File: config.mk
export PLATFORM = sky130hd
export DESIGN_NAME = vec_irq_ctrl
export DESIGN_NICKNAME = d
export VERILOG_FILES = /design/src/rtl/vic_pkg.sv /design/src/rtl/vic_ctl.sv /design/src/rtl/vic_dp.sv /design/src/rtl/vec_irq_ctrl.sv
export SDC_FILE = /design/constraint.sdc
export NUM_CORES = 1
export LEC_CHECK = 0
export BUFFER_PORTS_ARGS = -buffer_cell sky130_fd_sc_hd__buf_4
export CORE_AREA = 2 2 165 167
export DETAILED_ROUTE_END_ITERATION = 8
export DIE_AREA = 0 0 167 169
export HOLD_SLACK_MARGIN = 0.15
export SLEW_MARGIN = 20
export SYNTH_ARGS = -nofsm -noshare
export SYNTH_HDL_FRONTEND = slang
export SYNTH_SLANG_ARGS = --single-unit
export TNS_END_PERCENT = 20
File: constraint.sdc
create_clock -name clk -period 6.5 [get_ports clk]
set_clock_uncertainty 0.05 [all_clocks]
set_input_delay 0.65 -clock clk [delete_from_list [all_inputs] [get_ports clk]]
set_output_delay 0.65 -clock clk [all_outputs]
set_load 0.01 [all_outputs]
File: src/rtl/vic_pkg.sv
package vic_pkg;
  localparam int ADDR_W = 6;

  localparam logic [ADDR_W-1:0] OFF_STAT = 6'h00;
  localparam logic [ADDR_W-1:0] OFF_SET  = 6'h04;
  localparam logic [ADDR_W-1:0] OFF_EN   = 6'h08;
  localparam logic [ADDR_W-1:0] OFF_CRIT = 6'h0C;
  localparam logic [ADDR_W-1:0] OFF_POL  = 6'h10;
  localparam logic [ADDR_W-1:0] OFF_TRIG = 6'h14;
  localparam logic [ADDR_W-1:0] OFF_MSK  = 6'h18;
  localparam logic [ADDR_W-1:0] OFF_VEC  = 6'h1C;
  localparam logic [ADDR_W-1:0] OFF_CFG  = 6'h20;

  typedef struct packed {
    logic clrStat;
    logic setStat;
    logic wrEnable;
    logic wrCrit;
    logic wrPol;
    logic wrTrig;
    logic wrCfg;
  } regStrb_t;

  typedef enum logic [3:0] {
    SEL_NONE, SEL_STAT, SEL_EN, SEL_CRIT, SEL_POL,
    SEL_TRIG, SEL_MSK, SEL_VEC, SEL_CFG
  } rdSel_t;
endpackage

File: src/rtl/vic_ctl.sv
module vic_ctl
  import vic_pkg::*;
(
  input  logic              clk,
  input  logic              rstN,
  input  logic [ADDR_W-1:0] regAddr,
  input  logic              wrEn,
  output regStrb_t          strb,
  output rdSel_t            rdSel
);
  always_comb begin
    strb = '0;
    if (wrEn) begin
      unique case (regAddr)
        OFF_STAT: strb.clrStat  = 1'b1;
        OFF_SET:  strb.setStat  = 1'b1;
        OFF_EN:   strb.wrEnable = 1'b1;
        OFF_CRIT: strb.wrCrit   = 1'b1;
        OFF_POL:  strb.wrPol    = 1'b1;
        OFF_TRIG: strb.wrTrig   = 1'b1;
        OFF_CFG:  strb.wrCfg    = 1'b1;
        default:  strb = '0;
      endcase
    end
  end

  always_comb begin
    unique case (regAddr)
      OFF_STAT: rdSel = SEL_STAT;
      OFF_EN:   rdSel = SEL_EN;
      OFF_CRIT: rdSel = SEL_CRIT;
      OFF_POL:  rdSel = SEL_POL;
      OFF_TRIG: rdSel = SEL_TRIG;
      OFF_MSK:  rdSel = SEL_MSK;
      OFF_VEC:  rdSel = SEL_VEC;
      OFF_CFG:  rdSel = SEL_CFG;
      default:  rdSel = SEL_NONE;
    endcase
  end

  AST_ONE_STROBE: assert property (@(posedge clk) disable iff (!rstN)
    $onehot0(strb));
  AST_NO_WR_NO_STROBE: assert property (@(posedge clk) disable iff (!rstN)
    !wrEn |-> (strb == '0));
endmodule

File: src/rtl/vic_dp.sv
module vic_dp
  import vic_pkg::*;
#(
  parameter int DATA_W    = 32,
  parameter int STRIDE_LG = 9
) (
  input  logic              clk,
  input  logic              rstN,
  input  regStrb_t          strb,
  input  logic [DATA_W-1:0] wrData,
  input  rdSel_t            rdSel,
  input  logic [DATA_W-1:0] irqIn,
  output logic [DATA_W-1:0] rdData,
  output logic              critIrq,
  output logic              normIrq
);
  localparam int IDX_W = $clog2(DATA_W);
  localparam logic [IDX_W-1:0] TOP_IDX = IDX_W'(DATA_W - 1);

  logic [DATA_W-1:0] statReg, enReg, critReg, polReg, trigReg, cfgReg;
  logic [DATA_W-1:0] actPrev, actIn, edgeHit, hwSet, statNxt, masked;
  logic [IDX_W-1:0]  hiPos, loPos, vecOff;
  logic [DATA_W-1:0] vecBase, vecAddr;
  logic              anyPend;

  assign actIn   = ~(irqIn ^ polReg);
  assign edgeHit = actIn & ~actPrev;
  assign hwSet   = (trigReg & edgeHit) | (~trigReg & actIn);

  for (genvar b = 0; b < DATA_W; b++) begin : g_stat
    assign statNxt[b] = (statReg[b] & ~(strb.clrStat & wrData[b]))
                      | (strb.setStat & wrData[b])
                      | hwSet[b];
  end

  always_ff @(posedge clk) begin
    if (!rstN) begin
      statReg <= '0;
      enReg   <= '0;
      critReg <= '0;
      polReg  <= '1;
      trigReg <= '0;
      cfgReg  <= '0;
      actPrev <= '0;
    end else begin
      statReg <= statNxt;
      actPrev <= actIn;
      if (strb.wrEnable) enReg   <= wrData;
      if (strb.wrCrit)   critReg <= wrData;
      if (strb.wrPol)    polReg  <= wrData;
      if (strb.wrTrig)   trigReg <= wrData;
      if (strb.wrCfg)    cfgReg  <= wrData;
    end
  end

  assign masked  = statReg & enReg;
  assign anyPend = |masked;
  assign critIrq = |(masked & critReg);
  assign normIrq = |(masked & ~critReg);

  always_comb begin
    hiPos = '0;
    for (int i = 0; i < DATA_W; i++)
      if (masked[i]) hiPos = IDX_W'(i);
  end

  always_comb begin
    loPos = '0;
    for (int i = DATA_W - 1; i >= 0; i--)
      if (masked[i]) loPos = IDX_W'(i);
  end

  assign vecOff  = cfgReg[0] ? (TOP_IDX - hiPos) : loPos;
  assign vecBase = {cfgReg[DATA_W-1:2], 2'b00};
  assign vecAddr = anyPend ? (vecBase + (DATA_W'(vecOff) << STRIDE_LG)) : '0;

  always_comb begin
    unique case (rdSel)
      SEL_STAT: rdData = statReg;
      SEL_EN:   rdData = enReg;
      SEL_CRIT: rdData = critReg;
      SEL_POL:  rdData = polReg;
      SEL_TRIG: rdData = trigReg;
      SEL_MSK:  rdData = masked;
      SEL_VEC:  rdData = vecAddr;
      SEL_CFG:  rdData = cfgReg;
      default:  rdData = '0;
    endcase
  end

  AST_VEC_IDLE_ZERO: assert property (@(posedge clk) disable iff (!rstN)
    (masked == '0) |-> (vecAddr == '0));
  AST_VEC_STRIDE: assert property (@(posedge clk) disable iff (!rstN)
    anyPend |-> (vecAddr[STRIDE_LG-1:0] == vecBase[STRIDE_LG-1:0]));
  AST_OUT_NEEDS_MASKED: assert property (@(posedge clk) disable iff (!rstN)
    !anyPend |-> (!critIrq && !normIrq));
  AST_PEND_HOLD: assert property (@(posedge clk) disable iff (!rstN)
    !strb.clrStat |=> ((($past(statReg)) & ~statReg) == '0));
  AST_LEVEL_SETS: assert property (@(posedge clk) disable iff (!rstN)
    (|(actIn & ~trigReg)) |=> (($past(actIn & ~trigReg) & ~statReg) == '0));
endmodule

File: src/rtl/vec_irq_ctrl.sv
module vec_irq_ctrl
  import vic_pkg::*;
#(
  parameter int DATA_W    = 32,
  parameter int STRIDE_LG = 9
) (
  input  logic              clk,
  input  logic              rstN,
  input  logic [ADDR_W-1:0] regAddr,
  input  logic              wrEn,
  input  logic [DATA_W-1:0] wrData,
  output logic [DATA_W-1:0] rdData,
  input  logic [DATA_W-1:0] irqIn,
  output logic              critIrq,
  output logic              normIrq
);
  regStrb_t strb;
  rdSel_t   rdSel;

  vic_ctl u_ctl (
    .clk(clk), .rstN(rstN), .regAddr(regAddr), .wrEn(wrEn),
    .strb(strb), .rdSel(rdSel)
  );

  vic_dp #(.DATA_W(DATA_W), .STRIDE_LG(STRIDE_LG)) u_dp (
    .clk(clk), .rstN(rstN), .strb(strb), .wrData(wrData), .rdSel(rdSel),
    .irqIn(irqIn), .rdData(rdData), .critIrq(critIrq), .normIrq(normIrq)
  );
endmodule

## Word-level counts from Yosys, hierarchy flattened

Index checks and enable logic that the tools add are counted.

| word-level totals | value |
|---|---|
| register bits | 224 |
| bits of input ports | 73 |
| output and inout bits | 34 |
| logic and storage cells | 308 |

| operators by class | value |
|---|---|
| add/subtract/negate cells | 2 |
| equality and inequality tests | 16 |
| mux-type cells | 75 |
| bitwise gates (word level) | 204 |
| reduce and logical (&&, ||, !) cells | 4 |

Operator list:

| kind | number |
|---|---|
| $pmux 32 s8 | 1 |
| $mux 5 | 49 |
| $and 32x32->32 | 6 |
| $not 32->32 | 4 |
| $and 1x1->1 | 96 |
| $reduce_or 32->1 | 3 |
| $or 1x1->1 | 64 |
| $add 32x14->32 | 1 |
| $mux 32 | 1 |
| $mux 4 | 8 |
| $not 1->1 | 32 |
| $or 32x32->32 | 1 |
| $pmux 4 s8 | 1 |
| $xor 32x32->32 | 1 |
| $eq 6x5->1 const B | 4 |
| $eq 4x3->1 const B | 4 |
| $eq 6x4->1 const B | 2 |
| $mux 3 | 4 |
| $eq 4x2->1 const B | 2 |
| $mux 1 | 8 |
| $mux 7 | 1 |
| $eq 6x3->1 const B | 1 |
| $eq 6x6->1 const B | 1 |
| $logic_not 6->1 | 1 |
| 4 further kinds | 5 |

## Logic depth before layout (Yosys ltp)

Gate-level depths: netlist of run 1.

| depth | value |
|---|---|
| depth in word-level cells | 37 |
| gate-level depth with buffers | 15 |
| mapped depth without buffers | 15 |

## Hierarchy

Synthesis of run 1 repeated with hierarchy kept, for this count alone.

| second synthesis, totals | value |
|---|---|
| cell total of the unflattened synthesis | 1315 |
| area total of the unflattened synthesis | 11511.0 µm² |

Modules (own cells, without submodules):

| module | instances | cells each | area each (µm²) | sequential area each (µm²) |
|---|---|---|---|---|
| vic_dp | 1 | 1297 | 11365.9 | 4484.3 |
| vic_ctl | 1 | 18 | 145.1 | 0.0 |

## Worst setup path after synthesis of run 1

OpenSTA, ideal clock, no wires.

| timing path | value |
|---|---|
| path type | register to output |
| from | register u_dp.statReg[24] |
| to | output port rdData[19] |
| arrival | 2.928 ns |
| data required time | 5.800 ns |
| slack | 2.872 ns |
| stages on the path, launching flop included | 16 |
| path buffers | 0 |
| cells stage by stage | dfxtp_1 nand2_1 a222oi_1 o21ai_0 a21boi_0 o21ai_0 a221o_1 ha_1 inv_1 fa_1 nor2b_1 o31a_1 o21ba_2 and3_1 xnor2_1 o2111ai_1 |

| between the ends | value |
|---|---|
| word-level cells in the longest chain between the ends | 30 |
| elaborated cells between the ends (all ways) | 40 |
| classes of those cells | add/sub: 2; mux: 36; bitwise: 1; reduce/logical: 1 |

RTL lines:

| element | line | RTL |
|---|---|---|
| from (decl) | vic_dp.sv:20 | `logic [DATA_W-1:0] statReg, enReg, critReg, polReg, trigReg, cfgReg;` |
| from (signal assigned) | vic_dp.sv:46 | `statReg <= statNxt;` |
| $and 32x32->32 * | vic_dp.sv:56 | `assign masked = statReg & enReg;` |
| $mux 5 (25 in a row) | vic_dp.sv:70 | `if (masked[i]) loPos = IDX_W'(i);` |
| $mux 5 | vic_dp.sv:73 | `assign vecOff = cfgReg[0] ? (TOP_IDX - hiPos) : loPos;` |
| $add 32x14->32 | vic_dp.sv:75 | `assign vecAddr = anyPend ? (vecBase + (DATA_W'(vecOff) << STRIDE_LG)) : '0;` |
| $mux 32 * | vic_dp.sv:75 |  |
| $pmux 32 s8 * | vic_dp.sv:78 | `unique case (rdSel)` |
| to (decl) | vec_irq_ctrl.sv:12 | `output logic [DATA_W-1:0] rdData,` |

Mark *: on every way between the ends. The rest lies on a longest branch, timed or not.

## Final worst setup path of run 1

| timing path | value |
|---|---|
| from | register u_dp.statReg[26] |
| to | output port rdData[26] |

| between the ends | value |
|---|---|
| word-level cells in the longest chain between the ends | 32 |
| elaborated cells between the ends (all ways) | 40 |
| classes of those cells | add/sub: 2; mux: 36; bitwise: 1; reduce/logical: 1 |

RTL lines:

| element | line |
|---|---|
| $and 32x32->32 | vic_dp.sv:56 |
| $mux 5 (27 in a row) | vic_dp.sv:70 |
| $mux 5 | vic_dp.sv:73 |
| $add 32x14->32 | vic_dp.sv:75 |
| $mux 32 | vic_dp.sv:75 |
| $pmux 32 s8 * | vic_dp.sv:78 |

Marks and branches as above.

==> results of run 1 <==
## synth_stat cells, types with 7 or more instances
cell	count	area share [%]
a31oi_1	8	0.43
clkbuf_1	57	1.8
a222oi_1	52	4.5
nand3_1	74	3.2
a21oi_1	42	1.8
inv_1	23	0.74
nor2b_1	34	1.8
a21boi_0	53	3.4
a221oi_1	7	0.53
a21boi_1	77	5.0
and2_1	44	2.4
nand2b_1	7	0.38
a32oi_1	7	0.53
buf_2	33	1.4
a21o_1	20	1.3
nor2_1	25	0.80
dfxtp_1	224	38
xor2_1	14	1.1
nand4_1	15	0.80
nor3_1	8	0.34
o221ai_1	7	0.53
o21ai_1	8	0.34
xnor2_1	39	2.9
o21ai_0	16	0.69
a22oi_1	42	2.7
nand2_1	460	15
o2111ai_1	15	1.1
o22ai_1	14	0.75
## flip-flops by register name (all words and copies together), names as in the netlist
signal,count
u_dp.critReg,32
u_dp.actPrev,32
u_dp.enReg,32
u_dp.trigReg,32
u_dp.polReg,32
u_dp.cfgReg,32
u_dp.statReg,32
## logic make-up after synthesis
| kind of cell | synth area share (%) |
|---|---|
| compound gates | 25.6 |
| flops | 38.4 |
| mux | 0.429 |
| simple gates | 26.3 |
| buf+inv | 4.41 |
| xor+xnor | 3.98 |
| fa+ha+maj | 0.815 |
## layout by cell type (no fill, tap or decap), types with 8 or more instances in the layout
cell / Yosys / routed
xnor2_1: 39 / 39
o21ai_1: 8 / 8
nand3_1: 74 / 74
a31oi_1: 8 / 8
a21o_1: 20 / 20
nor2_1: 25 / 19
inv_1: 23 / 23
and2_1: 44 / 43
o22ai_1: 14 / 14
a222oi_1: 52 / 52
dfxtp_1: 224 / 224
nand4_1: 15 / 15
nand2_1: 460 / 458
a21boi_0: 53 / 53
o21ai_0: 16 / 16
nor2b_1: 34 / 34
buf_4: 2 / 119
a21oi_1: 42 / 42
a21boi_1: 77 / 77
o2111ai_1: 15 / 15
clkbuf_8: 0 / 10
xor2_1: 14 / 14
clkbuf_16: 0 / 25
a22oi_1: 42 / 42
## power by group through the flow
stage	Combinational [mW]	Clock, mW	Sequential (mW)
CTS	0.191	1.59	1.44
global placement	0.190	0	1.47
floorplan	0.102	0	1.46
global route	0.208	1.64	1.45
finish	0.193	1.57	1.44
detailed placement	0.190	0	1.47
## critical path, cell delays in order (launching register included)
cell and delay (ps):
dfxtp_1 440, and2_1 300, o21ai_0 130, a31oi_1 220
nand3_1 110, o31ai_1 410, a221o_1 280, ha_1 250
a21o_1 170, nand4_1 120, a31oi_1 930, nand4_1 220
xor2_1 200, o2111ai_1 190, buf_4 160
## metal layers
layer / track usage, % / up-vias / wire length [µm] / part of all wire (%)
met5: 0 / - / 0 / 0
met1: 40.6 / 5544 / 18500 / 42
met3: 5.42 / 100 / 3630 / 8.3
li1: - / 5398 / - / -
met2: 49.9 / 554 / 20100 / 46
met4: 11.8 / 0 / 1620 / 3.7
## cell type report
class / instances / area, µm² / area share [%]
clock buffers: 35 / 763 / 5.64
repair buffers: 119 / 893 / 6.60
inverters: 23 / 86.3 / 0.638
well taps: 341 / 427 / 3.15
multi-input cells: 1152 / 6720 / 49.6
clock inverters: 10 / 160 / 1.18
flip-flops and latches: 224 / 4480 / 33.1
## per-stage QoR
step	instances	cell area [µm²]	utilization (%)	worst slack (ps)	power (mW)
global route	1904	13500	51.1	1010	3.30
CTS	1904	13500	51.0	1270	3.22
global placement	1859	12600	47.5	1800	1.66
detailed placement	1859	12600	47.5	1860	1.66
floorplan	1494	11700	-	2870	1.56
finish	1904	13500	51.1	1130	3.21
## worst paths after layout
kind	end	start	slack (ps)
max	rdData[26]	u_dp.statReg[26]$_SDFF_PN0_	1130
min	u_dp.polReg[14]$_SDFFE_PN1P_	wrData[14]	330
max reg2reg	u_dp.statReg[23]$_SDFF_PN0_	u_dp.polReg[23]$_SDFFE_PN1P_	5390
min reg2reg	u_dp.cfgReg[3]$_SDFFE_PN0P_	u_dp.cfgReg[3]$_SDFFE_PN0P_	400
==> reports/qor.txt, run 1 <==
outcome - finished clean
critical path class - reg2out
Syn Area/Cell - 7.81 µm²
post-synthesis sequential area ratio - 38.4%
CTS tree - yes
Antenna Nets Post-Route - 0
Initial Utilization - 44.0%
Antenna Cells - 0
largest net degree at the start of global routing - 114
RSZ-0062 raised after global routing - no
Rows - 60
clk slew on worst S/H paths - 60 ps
switching power - 0.741 mW
Final Routed Wirelength - 43.9 mm
Power Internal - 2.47 mW
PwrDens - 237 nW/µm²
Routability Congestion - 0.933
syn nets - 1,574
maxcap violations - 0
DRC - 0
Clk pwr share - 49.0%
Hold WS - 333 ps
Ys Warns - 0
WL/cell - 23.0 µm
Leakage - 5.04 nW
final setup violation count - 0
Clock Tree Root - clkbuf_16
layout cells sized above 1 - 11.8%
synthesis-to-finish area growth - 16.0%
hold_buf cts - 0
Distinct cells, synth - 62
Die Area - 28,200 µm²
Chip Height - 169 µm
Switching Share - 23.1%
Final Hold Viols - 0
Total GRT Usage - 30.6%
Resize count post-CTS - 0
cts bufs inserted - 25
width of the die - 167 µm
Via Count - 11,596
Final period util - 82.6%
grt total ovfl - 0
Core Area - 26,500 µm²
Clk Latency, worst-skew pair - 530 ps
CP Data Arrival Time - 4670 ps
Worst-Margin Slew - 1150 ps
clk buf depth - 3
Layout Nets - 1,625
Syn Inst Count - 1,494
initial antenna violation count - 0
#FFs+latches synth - 224
maximum clock rate - 186 MHz
FF-to-FF path depth - 3
top_reg_cell synth - dfxtp_1
Mapped Area - 11,700 µm²
Final Max Tran Viols - 0
critical path required time - 5800 ps
initial drt markers - 1,369
Seq pwr share - 44.9%
first-pass GRT wire length - 67.4 mm
# port buffers - 106
# IOs - 107
CP endpoint kind - primary output
EDFF count, synth - 0
Hold Crit Class - in2reg
Setup TNS - 0 ps
via/cell ratio - 6.09
detailed placement HPWL - 28.8 mm
Comb power frac - 6.0%
asr flop ratio synth - 0%
Post-CTS Repair Setup Buffers - 0
vias in the first global route - 11,065
Worst slew margin - 23.4%
Crit Path Max Fanout - 7
CTS Sinks - 224
# fillers - 2,640
Pre-antenna DRT Iters - 8
WHS Path Cells - 3
H-tree depth - 1
CP startpoint kind - register
VDD IR max - 0.229 mV
Final Critical Period - 5370 ps
(Power assumes the default switching activity.)
==> run 2: changes to the inputs <==
clock period = 4.9 ns   (was 6.5 ns; I/O delays follow)
==> run 2 against run 1 <==
  * Combinational power is 35% higher
  * Global-route usage is 0.75 points lower
  * Worst hold slack worse by 170 ps
  * Design area is 0.51% lower
  * Power is 22% higher
  * First-iteration DRC count is 0.37% lower
  * Sequential cell count stayed put
  * Core utilization is 0.26 points lower
  * Wire length is 1.1% lower
  * Die area stayed put
  * Worst setup slack worse by 960 ps
  * Clock-buffer cell count is 1 higher
==> reports/qor.txt, run 2 (synthesized netlist as in run 1, its figures left out) <==
# port buffers - 106 (unchanged)
CTS Sinks - 224 (unchanged)
WL/cell - 22.7 µm (-1.6%)
initial antenna violation count - 0 (unchanged)
DRC - 0 (unchanged)
Layout Nets - 1,638 (+0.80%)
Switching Share - 24.1% (+0.99 points)
maxcap violations - 0 (unchanged)
FF-to-FF path depth - 3 (unchanged)
Hold WS - 167 ps (-166 ps)
Initial Utilization - 44.0% (unchanged)
CP max stage delay - 440 ps (-490 ps)
PwrDens - 291 nW/µm² (+23%)
first-pass GRT wire length - 66.1 mm (-1.9%)
Chip Height - 169 µm (unchanged)
clk slew on worst S/H paths - 60 ps (about the same)
VDD IR max - 0.241 mV (+5.3%)
Buf/Inv on CP - 2 (+1)
grt total ovfl - 0 (unchanged)
maximum clock rate - 211 MHz
clk buf depth - 3 (unchanged)
outcome - finished clean
CP startpoint kind - register
CP Data Arrival Time - 4190 ps (-480 ps)
Hold Crit Class - in2reg
Crit Path Max Fanout - 6 (-1)
detailed placement HPWL - 29.9 mm (+3.9%)
CTS tree - yes
CP endpoint kind - primary output
most common cell after layout, fill and taps aside - nand2_1
hold_buf cts - 0 (unchanged)
WHS Path Cells - 3 (unchanged)
via/cell ratio - 6.06 (-0.46%)
synthesis-to-finish area growth - 15.4%
Final Hold Viols - 0 (unchanged)
commonest non-fill, non-tap cells in the layout - nand2_1, dfxtp_1, buf_4
Setup TNS - 0 ps (unchanged)
Power Internal - 2.98 mW (+21%)
Final Routed Wirelength - 43.4 mm (-1.1%)
Final Critical Period - 4730 ps
critical path required time - 4360 ps (-1440 ps)
WP depth - 16 (+2)
CP most frequent cell - o21ai_0
Leakage - 5.02 nW (-0.25%)
Worst slew margin - 27.5% (+4.1 points)
width of the die - 167 µm (unchanged)
critical path's slowest cell - dfxtp_1
Resize count post-CTS - 0 (unchanged)
worst path cell trace - nand2_1, a32oi_1, o21ai_0, a21boi_0, o21ai_0, a221o_1, ha_1, inv_1, fa_1, nor2b_1, o31a_1, o21bai_2, nor3_1, xnor2_1, o21ai_0, buf_4
CP delay by family, top - compound AO/OA/AOI/OAI gates
Rows - 60 (unchanged)
RSZ-0062 raised after global routing - no
Total GRT Usage - 29.9% (-0.75 points)
Routability Congestion - 1.01 (+8.0%)
Core Area - 26,500 µm² (unchanged)
Via Count - 11,603 (+0.060%)
# IOs - 107 (unchanged)
Pre-antenna DRT Iters - 8 (unchanged)
layout cells sized above 1 - 12.0% (+0.18 points)
vias in the first global route - 10,835 (-2.1%)
H-tree depth - 1 (unchanged)
Antenna Cells - 0 (unchanged)
initial drt markers - 1,364 (-0.37%)
final setup violation count - 0 (unchanged)
largest net degree at the start of global routing - 123 (+7.9%)
Comb power frac - 6.6% (+0.6 points)
Clock Tree Root - clkbuf_16
switching power - 0.945 mW (+27%)
Seq pwr share - 48.8% (+3.9 points)
Antenna Nets Post-Route - 0 (unchanged)
Worst-Margin Slew - 1090 ps (-61.4 ps)
Clk Latency, worst-skew pair - 530 ps (about the same)
Clk pwr share - 44.6% (-4.4 points)
Final Max Tran Viols - 0 (unchanged)
cts bufs inserted - 25 (unchanged)
critical path class - reg2out
Die Area - 28,200 µm² (unchanged)
Post-CTS Repair Setup Buffers - 0 (unchanged)
Final period util - 96.5%
run 2: cell types whose count changed in the layout (fill, tap and decap cells not counted), moves of 3 or more:
cell,delta
buf_4,+12
bufinv_16,-4
clkbuf_1,+7
clkbuf_8,-6
clkinv_2,+3
clkinvlp_4,-4
run 2: metrics by stage:
step                      cell area (µm²)  util, %  cells  power, mW  setup slack, ps
after floorplan                     11700        -   1494       2.07             1430
after global placement              12700     48.0   1872       2.20              705
after detailed placement            12700     48.0   1872       2.21              641
after CTS                           13400     50.7   1914       3.94             84.2
after global routing                13500     50.8   1914       4.03             3.12
final                               13500     50.8   1914       3.92              170
run 2: final timing paths:
check	start	to	slack [ps]
max reg2reg	u_dp.polReg[30]$_SDFFE_PN1P_	u_dp.statReg[30]$_SDFF_PN0_	3800
min	wrData[1]	u_dp.polReg[1]$_SDFFE_PN1P_	170
min reg2reg	u_dp.cfgReg[5]$_SDFFE_PN0P_	u_dp.cfgReg[5]$_SDFFE_PN0P_	400
max	u_dp.statReg[30]$_SDFF_PN0_	rdData[31]	170
run 2: power by group through the flow:
stage | registers, mW | logic, mW | clock network [mW]
finish | 1.91 | 0.260 | 1.75
global route | 1.92 | 0.280 | 1.84
CTS | 1.91 | 0.258 | 1.77
detailed placement | 1.95 | 0.257 | 0
global placement | 1.95 | 0.256 | 0
floorplan | 1.93 | 0.135 | 0
run 2: cell type report:
class | count | area [µm²]
Multi-Input combinational cell | 1152 | 6720
Clock buffer | 36 | 707
Clock inverter | 6 | 33.8
Tap cell | 341 | 427
Inverter | 23 | 86.3
Sequential cell | 224 | 4490
Fill cell | 2635 | 13000
Timing Repair Buffer | 132 | 1000
run 2: per-layer routing:
metal	track usage [%]	routed length, µm
met3	4.79	3190
met5	0	0
met4	8.21	1190
met2	49.3	20100
met1	40.7	18900
run 2: worst register-to-register path, stage by stage, from the launching register on:
cell and delay (ps):
dfxtp_1 410, xnor2_1 150, a222oi_1 300, nor2b_1 80
